==> config.mk <==
export PLATFORM = sky130hd
export DESIGN_NAME = stn_lcd_timing
export DESIGN_NICKNAME = d
export VERILOG_FILES = /design/src/rtl/stn_tim_pkg.sv /design/src/rtl/stn_cfg_regs.sv /design/src/rtl/stn_prescaler.sv /design/src/rtl/stn_raster_counter.sv /design/src/rtl/stn_lcd_timing.sv
export SDC_FILE = /design/constraint.sdc
export NUM_CORES = 1
export LEC_CHECK = 0
export BUFFER_PORTS_ARGS = -buffer_cell sky130_fd_sc_hd__buf_4
export CAP_MARGIN = 20
export CELL_PAD_IN_SITES_DETAIL_PLACEMENT = 1
export CELL_PAD_IN_SITES_GLOBAL_PLACEMENT = 1
export CORE_MARGIN = 4
export CORE_UTILIZATION = 46
export CTS_BUF_LIST = sky130_fd_sc_hd__clkbuf_16
export DETAILED_ROUTE_END_ITERATION = 10
export MAX_ROUTING_LAYER = met4
export PLACE_DENSITY_LB_ADDON = 0.1
export SETUP_SLACK_MARGIN = 0.5
export SLEW_MARGIN = 10
export SYNTH_ARGS = -nofsm -noshare
export SYNTH_HDL_FRONTEND = slang
export SYNTH_SLANG_ARGS = --single-unit
==> constraint.sdc <==
create_clock -name clk -period 5 [get_ports clk]
set_input_delay 0 -clock clk [delete_from_list [all_inputs] [get_ports clk]]
set_output_delay 0 -clock clk [all_outputs]
set_load 0.03 [all_outputs]
==> src/rtl/stn_tim_pkg.sv <==
package stn_tim_pkg;
  localparam int HT_W   = 16;
  localparam int VT_W   = 10;
  localparam int DLY_W  = 7;
  localparam int PS_W   = 2;
  localparam int ADDR_W = 3;
  localparam int DATA_W = 16;
  localparam int HC_W   = HT_W + 2;
  localparam int VC_W   = VT_W + 2;
  localparam int PC_W   = 2 + (1 << PS_W) - 1;

  typedef enum logic [ADDR_W-1:0] {
    A_CTRL = 3'd0,
    A_HTOT = 3'd1,
    A_VTOT = 3'd2,
    A_HDLY = 3'd3,
    A_VDLY = 3'd4,
    A_ACTW = 3'd5,
    A_ACTH = 3'd6
  } reg_addr_e;

  typedef struct packed {
    logic [PS_W-1:0]  psel;
    logic             phase;
    logic [HT_W-1:0]  htot;
    logic [VT_W-1:0]  vtot;
    logic [DLY_W-1:0] hdly;
    logic [DLY_W-1:0] vdly;
    logic [HT_W-1:0]  actw;
    logic [VT_W-1:0]  acth;
  } cfg_t;

  function automatic logic [PC_W:0] clk_div(input logic [PS_W-1:0] sel);
    return (PC_W+1)'(4) << sel;
  endfunction

  function automatic logic [HC_W-1:0] h_need(input cfg_t c);
    return HC_W'(c.hdly) + HC_W'(c.actw) + HC_W'(c.phase) + HC_W'(1);
  endfunction

  function automatic logic [VC_W-1:0] v_need(input cfg_t c);
    return VC_W'(c.vdly) + VC_W'(c.acth);
  endfunction

  function automatic logic [HC_W-1:0] h_last_of(input cfg_t c);
    return (HC_W'(c.htot) >= h_need(c)) ? HC_W'(c.htot) : h_need(c);
  endfunction

  function automatic logic [VC_W-1:0] v_last_of(input cfg_t c);
    return (VC_W'(c.vtot) >= v_need(c)) ? VC_W'(c.vtot) : v_need(c);
  endfunction

  function automatic logic clamped(input cfg_t c);
    return (HC_W'(c.htot) < h_need(c)) || (VC_W'(c.vtot) < v_need(c));
  endfunction
endpackage

==> src/rtl/stn_cfg_regs.sv <==
module stn_cfg_regs
  import stn_tim_pkg::*;
(
  input  logic              clk,
  input  logic              rst_n,
  input  logic              wr_en,
  input  logic [ADDR_W-1:0] wr_addr,
  input  logic [DATA_W-1:0] wr_data,
  input  logic              frame_end,
  output logic              run,
  output cfg_t              active
);
  cfg_t stg, stg_d;
  logic run_d;
  logic reload;

  always_comb begin
    stg_d = stg;
    run_d = run;
    if (wr_en) begin
      case (wr_addr)
        A_CTRL: begin
          run_d       = wr_data[0];
          stg_d.psel  = wr_data[PS_W:1];
          stg_d.phase = wr_data[PS_W+1];
        end
        A_HTOT:  stg_d.htot = wr_data[HT_W-1:0];
        A_VTOT:  stg_d.vtot = wr_data[VT_W-1:0];
        A_HDLY:  stg_d.hdly = wr_data[DLY_W-1:0];
        A_VDLY:  stg_d.vdly = wr_data[DLY_W-1:0];
        A_ACTW:  stg_d.actw = wr_data[HT_W-1:0];
        A_ACTH:  stg_d.acth = wr_data[VT_W-1:0];
        default: ;
      endcase
    end
  end

  assign reload = !run || frame_end;

  always_ff @(posedge clk or negedge rst_n) begin
    if (!rst_n) begin
      stg    <= '0;
      run    <= 1'b0;
      active <= '0;
    end else begin
      stg <= stg_d;
      run <= run_d;
      if (reload) active <= stg_d;
    end
  end
endmodule

==> src/rtl/stn_prescaler.sv <==
module stn_prescaler
  import stn_tim_pkg::*;
(
  input  logic            clk,
  input  logic            rst_n,
  input  logic            run,
  input  logic [PS_W-1:0] sel,
  output logic            shift_clk,
  output logic            slot_end
);
  logic [PC_W-1:0] cnt;
  logic [PC_W:0]   div;

  assign div       = clk_div(sel);
  assign slot_end  = run && ({1'b0, cnt} == div - (PC_W+1)'(1));
  assign shift_clk = run && ({1'b0, cnt} >= (div >> 1));

  always_ff @(posedge clk or negedge rst_n) begin
    if (!rst_n)                cnt <= '0;
    else if (!run || slot_end) cnt <= '0;
    else                       cnt <= cnt + PC_W'(1);
  end
endmodule

==> src/rtl/stn_raster_counter.sv <==
module stn_raster_counter
  import stn_tim_pkg::*;
(
  input  logic            clk,
  input  logic            rst_n,
  input  logic            run,
  input  logic            slot_end,
  input  logic [HC_W-1:0] h_last,
  input  logic [VC_W-1:0] v_last,
  output logic [HC_W-1:0] hcnt,
  output logic [VC_W-1:0] vcnt,
  output logic            line_last,
  output logic            frame_end
);
  assign line_last = (hcnt == h_last);
  assign frame_end = slot_end && line_last && (vcnt == v_last);

  always_ff @(posedge clk or negedge rst_n) begin
    if (!rst_n) begin
      hcnt <= '0;
      vcnt <= '0;
    end else if (!run) begin
      hcnt <= '0;
      vcnt <= '0;
    end else if (slot_end) begin
      if (line_last) begin
        hcnt <= '0;
        vcnt <= (vcnt == v_last) ? '0 : vcnt + VC_W'(1);
      end else begin
        hcnt <= hcnt + HC_W'(1);
      end
    end
  end
endmodule

==> src/rtl/stn_lcd_timing.sv <==
module stn_lcd_timing
  import stn_tim_pkg::*;
(
  input  logic              clk,
  input  logic              rst_n,
  input  logic              reg_we,
  input  logic [ADDR_W-1:0] reg_addr,
  input  logic [DATA_W-1:0] reg_wdata,
  output logic              shift_clk,
  output logic              line_sync,
  output logic              frame_sync,
  output logic              load_strobe,
  output logic              data_en,
  output logic              cfg_err
);
  cfg_t            active;
  logic            run;
  logic            slot_end;
  logic            frame_end;
  logic            line_last;
  logic [HC_W-1:0] hcnt, h_last;
  logic [VC_W-1:0] vcnt, v_last;
  logic [HC_W-1:0] win_lo, win_hi;
  logic [VC_W-1:0] row_lo, row_hi;
  logic            row_act;

  stn_cfg_regs u_regs (
    .clk(clk), .rst_n(rst_n), .wr_en(reg_we), .wr_addr(reg_addr),
    .wr_data(reg_wdata), .frame_end(frame_end), .run(run), .active(active)
  );

  stn_prescaler u_pre (
    .clk(clk), .rst_n(rst_n), .run(run), .sel(active.psel),
    .shift_clk(shift_clk), .slot_end(slot_end)
  );

  assign h_last = h_last_of(active);
  assign v_last = v_last_of(active);

  stn_raster_counter u_rast (
    .clk(clk), .rst_n(rst_n), .run(run), .slot_end(slot_end),
    .h_last(h_last), .v_last(v_last), .hcnt(hcnt), .vcnt(vcnt),
    .line_last(line_last), .frame_end(frame_end)
  );

  assign row_lo  = VC_W'(active.vdly);
  assign row_hi  = row_lo + VC_W'(active.acth);
  assign win_lo  = HC_W'(active.hdly) + HC_W'(active.phase);
  assign win_hi  = win_lo + HC_W'(active.actw);
  assign row_act = (vcnt >= row_lo) && (vcnt < row_hi);

  assign line_sync   = run && (hcnt == '0);
  assign frame_sync  = run && (vcnt == '0);
  assign load_strobe = run && row_act && (hcnt == HC_W'(active.hdly));
  assign data_en     = run && row_act && (hcnt >= win_lo) && (hcnt < win_hi);
  assign cfg_err     = run && clamped(active);
endmodule

---- After elaboration in Yosys (flattened, before gate mapping) ----
Index checks and enable logic that the tools add are counted.
word-level totals
  word-level logic and storage cells ...... 91
  register bits after elaboration ......... 174
  output and inout port bits .............. 6
operators by class
  magnitude comparators ................... 9
  add/sub/neg operators ................... 10
  shifts and indexed selects .............. 1
  equality and inequality tests ........... 12
  multiplexer cells ....................... 18
  reduce and logical (&&, ||, !) cells .... 21
operator list
  kind                                            number
  2-to-1 mux 18 bit                               4
  2-to-1 mux 69 bit                               1
  2-to-1 mux 12 bit                               5
  adder 18 x 1 -> 18 bit (second input constant)  2
  2-to-1 mux 16 bit                               2
  2-to-1 mux 10 bit                               2
  adder 17 x 1 -> 18 bit                          1
  equality test 18 bit                            1
  equality test 18 x 7 -> 1 bit                   1
  greater-or-equal comparator 16 x 18 -> 1 bit    1
  greater-or-equal comparator 18 x 8 -> 1 bit     1
  logical NOT 18 bit                              1
  < comparator 16 x 18 -> 1 bit                   1
  < comparator 18 x 17 -> 1 bit                   1
  adder 7 x 16 -> 17 bit                          1
  adder 8 x 16 -> 17 bit                          1
  2-to-1 mux 7 bit                                2
  adder 12 x 1 -> 12 bit (second input constant)  1
  equality test 12 bit                            1
  greater-or-equal comparator 10 x 12 -> 1 bit    1
  greater-or-equal comparator 12 x 7 -> 1 bit     1
  logical AND 1 bit                               12
  logical NOT 12 bit                              1
  < comparator 12 bit                             1
  18 further kinds                                25

---- Depth between registers and ports, before layout ----
  depth in word-level cells ............... 9
  mapped depth ............................ 26
  gate-level depth less buffers ........... 22

---- Modules after synthesis ----
A second synthesis with hierarchy kept.
unflattened totals
  cells, all modules ...................... 1038
  area, all modules ....................... 11456.0 um2
modules (own cells, without submodules)
  module              cells each  area each (um2)  times used  seq. area each (um2)
  stn_cfg_regs        300         5245.0           1           3478.3
  stn_lcd_timing      463         3587.2           1           0.0
  stn_raster_counter  237         2225.9           1           750.7
  stn_prescaler       38          397.9            1           125.1

---- Worst setup path before layout ----
OpenSTA, ideal clock, no wires.
  path type ............................... register to register
  start point ............................. register u_regs.active[39] (netlist name)
  end point ............................... register u_regs.active[0] (netlist name)
  arrival time ............................ 5.315 ns
  stages on the path, launching flop included .. 23
  setup slack ............................. -0.440 ns
  setup time .............................. 0.125 ns
  clock period less this slack ............ 5.440 ns
  cell sequence ........................... dfrtp_1 ha_1 ha_1 buf_2 a2111oi_0 o21ai_0 a31oi_1 o21ai_0 and2_1 ha_1 nand4_1 nor4_1 a311oi_1 a211oi_1 nand4_1 o221ai_1 and4_1 and3_1 a41o_1 buf_6 buf_8 buf_12 mux2_4
between the ends
  longest elaborated chain between the ends .. 9
RTL lines
  item                                          RTL line                  source
  adder 7 x 16 -> 17 bit (*)                    stn_tim_pkg.sv:38         return HC_W'(c.hdly) + HC_W'(c.actw) + HC_W'(c.phase) + HC_W'(1);
  adder 17 x 1 -> 18 bit (*)                    stn_tim_pkg.sv:38
  adder 18 x 1 -> 18 bit (*)                    stn_tim_pkg.sv:38
  greater-or-equal comparator 16 x 18 -> 1 bit  stn_tim_pkg.sv:46         return (HC_W'(c.htot) >= h_need(c)) ? HC_W'(c.htot) : h_need(c);
  2-to-1 mux 18 bit (*)                         stn_tim_pkg.sv:46
  equality test 18 bit (*)                      stn_raster_counter.sv:15  assign line_last = (hcnt == h_last);
  logical AND 1 bit (*) (2 in a row)            stn_raster_counter.sv:16  assign frame_end = slot_end && line_last && (vcnt == v_last);
  logical OR 1 bit (*)                          stn_cfg_regs.sv:38        assign reload = !run || frame_end;
Mark *: on every way between the ends. The rest lies on a longest branch, timed or not.
A chain may end at the register's enable or synchronous reset.

---- Worst setup path after layout ----
  start point ............................. register u_regs.active[66] (netlist name)
  end point ............................... register u_regs.active[51] (netlist name)
between the ends
  longest elaborated chain between the ends .. 8
RTL lines
  item                                          RTL line
  adder 17 x 1 -> 18 bit (*)                    stn_tim_pkg.sv:38
  adder 18 x 1 -> 18 bit (*)                    stn_tim_pkg.sv:38
  greater-or-equal comparator 16 x 18 -> 1 bit  stn_tim_pkg.sv:46
  2-to-1 mux 18 bit (*)                         stn_tim_pkg.sv:46
  equality test 18 bit (*)                      stn_raster_counter.sv:15
  logical AND 1 bit (*) (2 in a row)            stn_raster_counter.sv:16
  logical OR 1 bit (*)                          stn_cfg_regs.sv:38
Marks and branches as above.

==> impl_results.md <==
- Status: finished with violations
- Failing checks: setup timing
- Ys async rst share: 1.00
- Max VDD drop: 292 µV
- Core footprint: 24,600 µm²
- Congestion Overflow GR: 0
- DRC marker count from the first detailed-route iteration: approximately 770
- Slowest CP cell: a211o_4
- Average size of a mapped cell: 10.4 µm²
- Pwr Total: around 0.011 W
- Mapped Nets: roughly 1,300
- Sw frac: 0.446
- Final Util: 0.631
- Final cycle utilization of the critical path: 1.21
- Synth cell count leaders: dfrtp_1 (174), mux2_2 (130), ha_1 (108)
- CTS Buf Count: 17
- Post-synth top area share: 0.374
- Root buf cell: clkbuf_16
- Reg clk slew, reported paths: approximately 0.080 ns
- GRT Total Usage: 0.308
- Internal: between 0.006 and 0.007 W
- F_max: around 170 MHz
- Routed len/inst: around 27 µm
- Prevailing post-synth register cell: dfrtp_1
- Crit path kind: flop to flop
- Reg power frac: 0.192
- Setup ws final: -1.04 ns
- Global-route wire length before repair: between 60,000 and 70,000 µm
- Synth area leaders: dfrtp_1 (37%), mux2_2 (13%), ha_1 (12%)
- R2r setup slk: -1.04 ns
- Synth Cell Area: about 12,000 µm²
- Fin. Hold Viols: 0
- CP peak stage delay: roughly 0.43 ns
- Dpl hpwl: about 25,000 µm
- Logic gate share of total power: 0.673
- DR pass1 iterations: 5
- Layout cells sized above 1: 0.371
- Synth Register Bits: 174
- Max cap viols: 0
- CTS max path bufs: 2
- Max transition margin: 0.319
- Initial antenna violation count: 2
- Crit path required time: roughly 5.3 ns
- Placed Area: roughly 13,000 µm²
- Hold WC Path Type: input pin to flop
- Layout net count: roughly 1,500
- Pleak: about 7 nW
- DIE AREA: between 20,000 and 30,000 µm²
- EDFF count, synth: 0
- Via count: 10,500
- Startpoint types: flop
- Crit end category: flop
- Initial Util: 0.473
- Seq/Total Area, Yosys: 0.374
- Arrival time at the worst endpoint: between 6 and 7 ns
- Number of distinct library cells after synthesis: 75
- CTS tree: done
- Max-slew violations: 0
- Clock Power Share: 0.135
- Final setup viols: 99
- Drt total wl: about 45,000 µm
- Most common cell in the netlist: dfrtp_1
- Routability congestion estimate: between 0.9 and 1
- Power Dens Cells: ~700 nW/µm²
- Post-route ant nets: 0
- Crit Path Max Fanout: 8
- Area growth syn-to-layout: 33.2%
- PortBufs: 27
- Worst skew pair latency: about 0.46 ns
- Filler Cells Inserted: approximately 2,600
- I/O pins: 28
- Largest net degree at the start of global routing: about 180
- RSZ-0062 raised after global routing: true
- Ys Warns: 0
- Die H: about 170 µm
- DR vias/cell: 6.24
- Fin area: between 15,000 and 20,000 µm²
- Syn Inst Count: 1,120
- Area leader, netlist: dfrtp_1
- DRC: 0
- Die span in x: 167 µm
- Cell row count: between 50 and 60
- Vias in the first global route: about 11,000
- Post-layout minimum cycle time: 6.04 ns
- Sink Count: around 170
- Slew @ Worst Pin: between 1 and 1.5 ns
- Clock skew: ~0.017 ns
- Sw Pwr: 0.00486 W
- H-tree depth: 4
[state kept, by name (all words and copies together) (netlist names)]
register       flops
u_rast.vcnt       12
u_regs.run         1
u_rast.hcnt       18
u_regs.active     69
u_regs.stg        69
u_pre.cnt          5
[through the flow]
| step | std cells | TNS, ns | hold WS [ns] | worst slack (ns) |
|---|---|---|---|---|
| floorplan | 1120 | -4.90 | -0.296 | -0.132 |
| global placement | 1556 | -43.26 | 0.245 | -0.530 |
| detailed placement | 1557 | -70.36 | 0.254 | -0.830 |
| CTS | 1667 | -44.83 | 0.00589 | -0.628 |
| global route | 1678 | -97.45 | 0.0729 | -1.14 |
| finish | 1679 | -86.77 | 0.0628 | -1.04 |
[repair_timing]
item                                    CTS  global route
endpoints found under the setup margin  102           102
cloned                                   10             0
pin swaps                                36            27
hold buffers                             17             0
resized for setup                        99            48
setup buffers                            51             9
endpoints found under the hold margin   257             0
[final timing paths]
kind | from | end | cells past startpoint
max in group asynchronous | rst_n | u_rast.hcnt[16] | 3
worst min register to register | u_pre.cnt[0] | u_pre.cnt[0] | 1
min in group asynchronous | rst_n | u_regs.stg[2] | 3
worst max-delay path | u_regs.active[66] | u_regs.active[51] | 29
worst min-delay path | reg_addr[1] | u_regs.run | 3
worst max register to register | u_regs.active[66] | u_regs.active[51] | 29
[layout by cell type (no fill, tap or decap), drive strengths merged, types with 40 or more instances in the layout]
master / count
a21oi: 45
buf: 234
dfrtp: 174
ha: 108
inv: 69
mux2: 140
nand2: 42
nand3: 40
nor2: 72
xnor2: 44
[power by group through the flow]
stage / Clock [W] / Sequential [W] / Combinational (W)
6_report: 0.00147 / 0.00209 / 0.00733
5_1_grt: 0.00154 / 0.00212 / 0.00776
4_1_cts: 0.00144 / 0.00205 / 0.00633
3_5_place_dp: 0 / 0.00205 / 0.00547
3_3_place_gp: 0 / 0.00204 / 0.00528
2_1_floorplan: 0 / 0.00197 / 0.00339
[routing by layer]
metal	global-route usage	up-vias	wire length [µm]	share of wire
li1	-	4526	-	-
met5	-	-	0	0
met3	0.0528	166	1920	0.042
met1	0.363	5397	18300	0.40
met2	0.523	384	23100	0.51
met4	0.127	0	2100	0.046
[worst max-delay path, delay by kind of cell, from the launching register on]
| kind | cells | cell delay (ns) |
|---|---|---|
| AO/OA/AOI/OAI | 7 | 1.62 |
| buffers and inverters | 10 | 1.17 |
| multiplexers | 1 | 0.34 |
| AND/OR/NAND/NOR | 5 | 0.95 |
| adder cells (fa/ha/maj) | 4 | 1.11 |
| XOR/XNOR | 2 | 0.34 |
| flip-flops | 1 | 0.41 |
[logic make-up (layout without fill, tap and decap cells)]
kind of cell / after synthesis / count (layout) / synth area share
flip-flops: 174 / 174 / 0.374
adder cells (fa/ha/maj): 111 / 111 / 0.121
AND/OR/NAND/NOR: 301 / 301 / 0.140
other: 0 / 3 / 0
XOR/XNOR: 80 / 80 / 0.0613
AO/OA/AOI/OAI: 193 / 193 / 0.116
buffers and inverters: 114 / 346 / 0.0430
multiplexers: 147 / 147 / 0.145
[layout make-up]
class	instances	area (µm²)	share of cell area
Timing Repair Buffer	252	2360	0.152
Sequential cell	174	4350	0.281
Antenna cell	3	7.51	0.000484
Clock buffer	17	425	0.0274
Clock inverter	15	201	0.0130
Tap cell	324	405	0.0261
Inverter	62	235	0.0152
Multi-Input combinational cell	832	7530	0.485
Power figures use the tool's default switching activity.
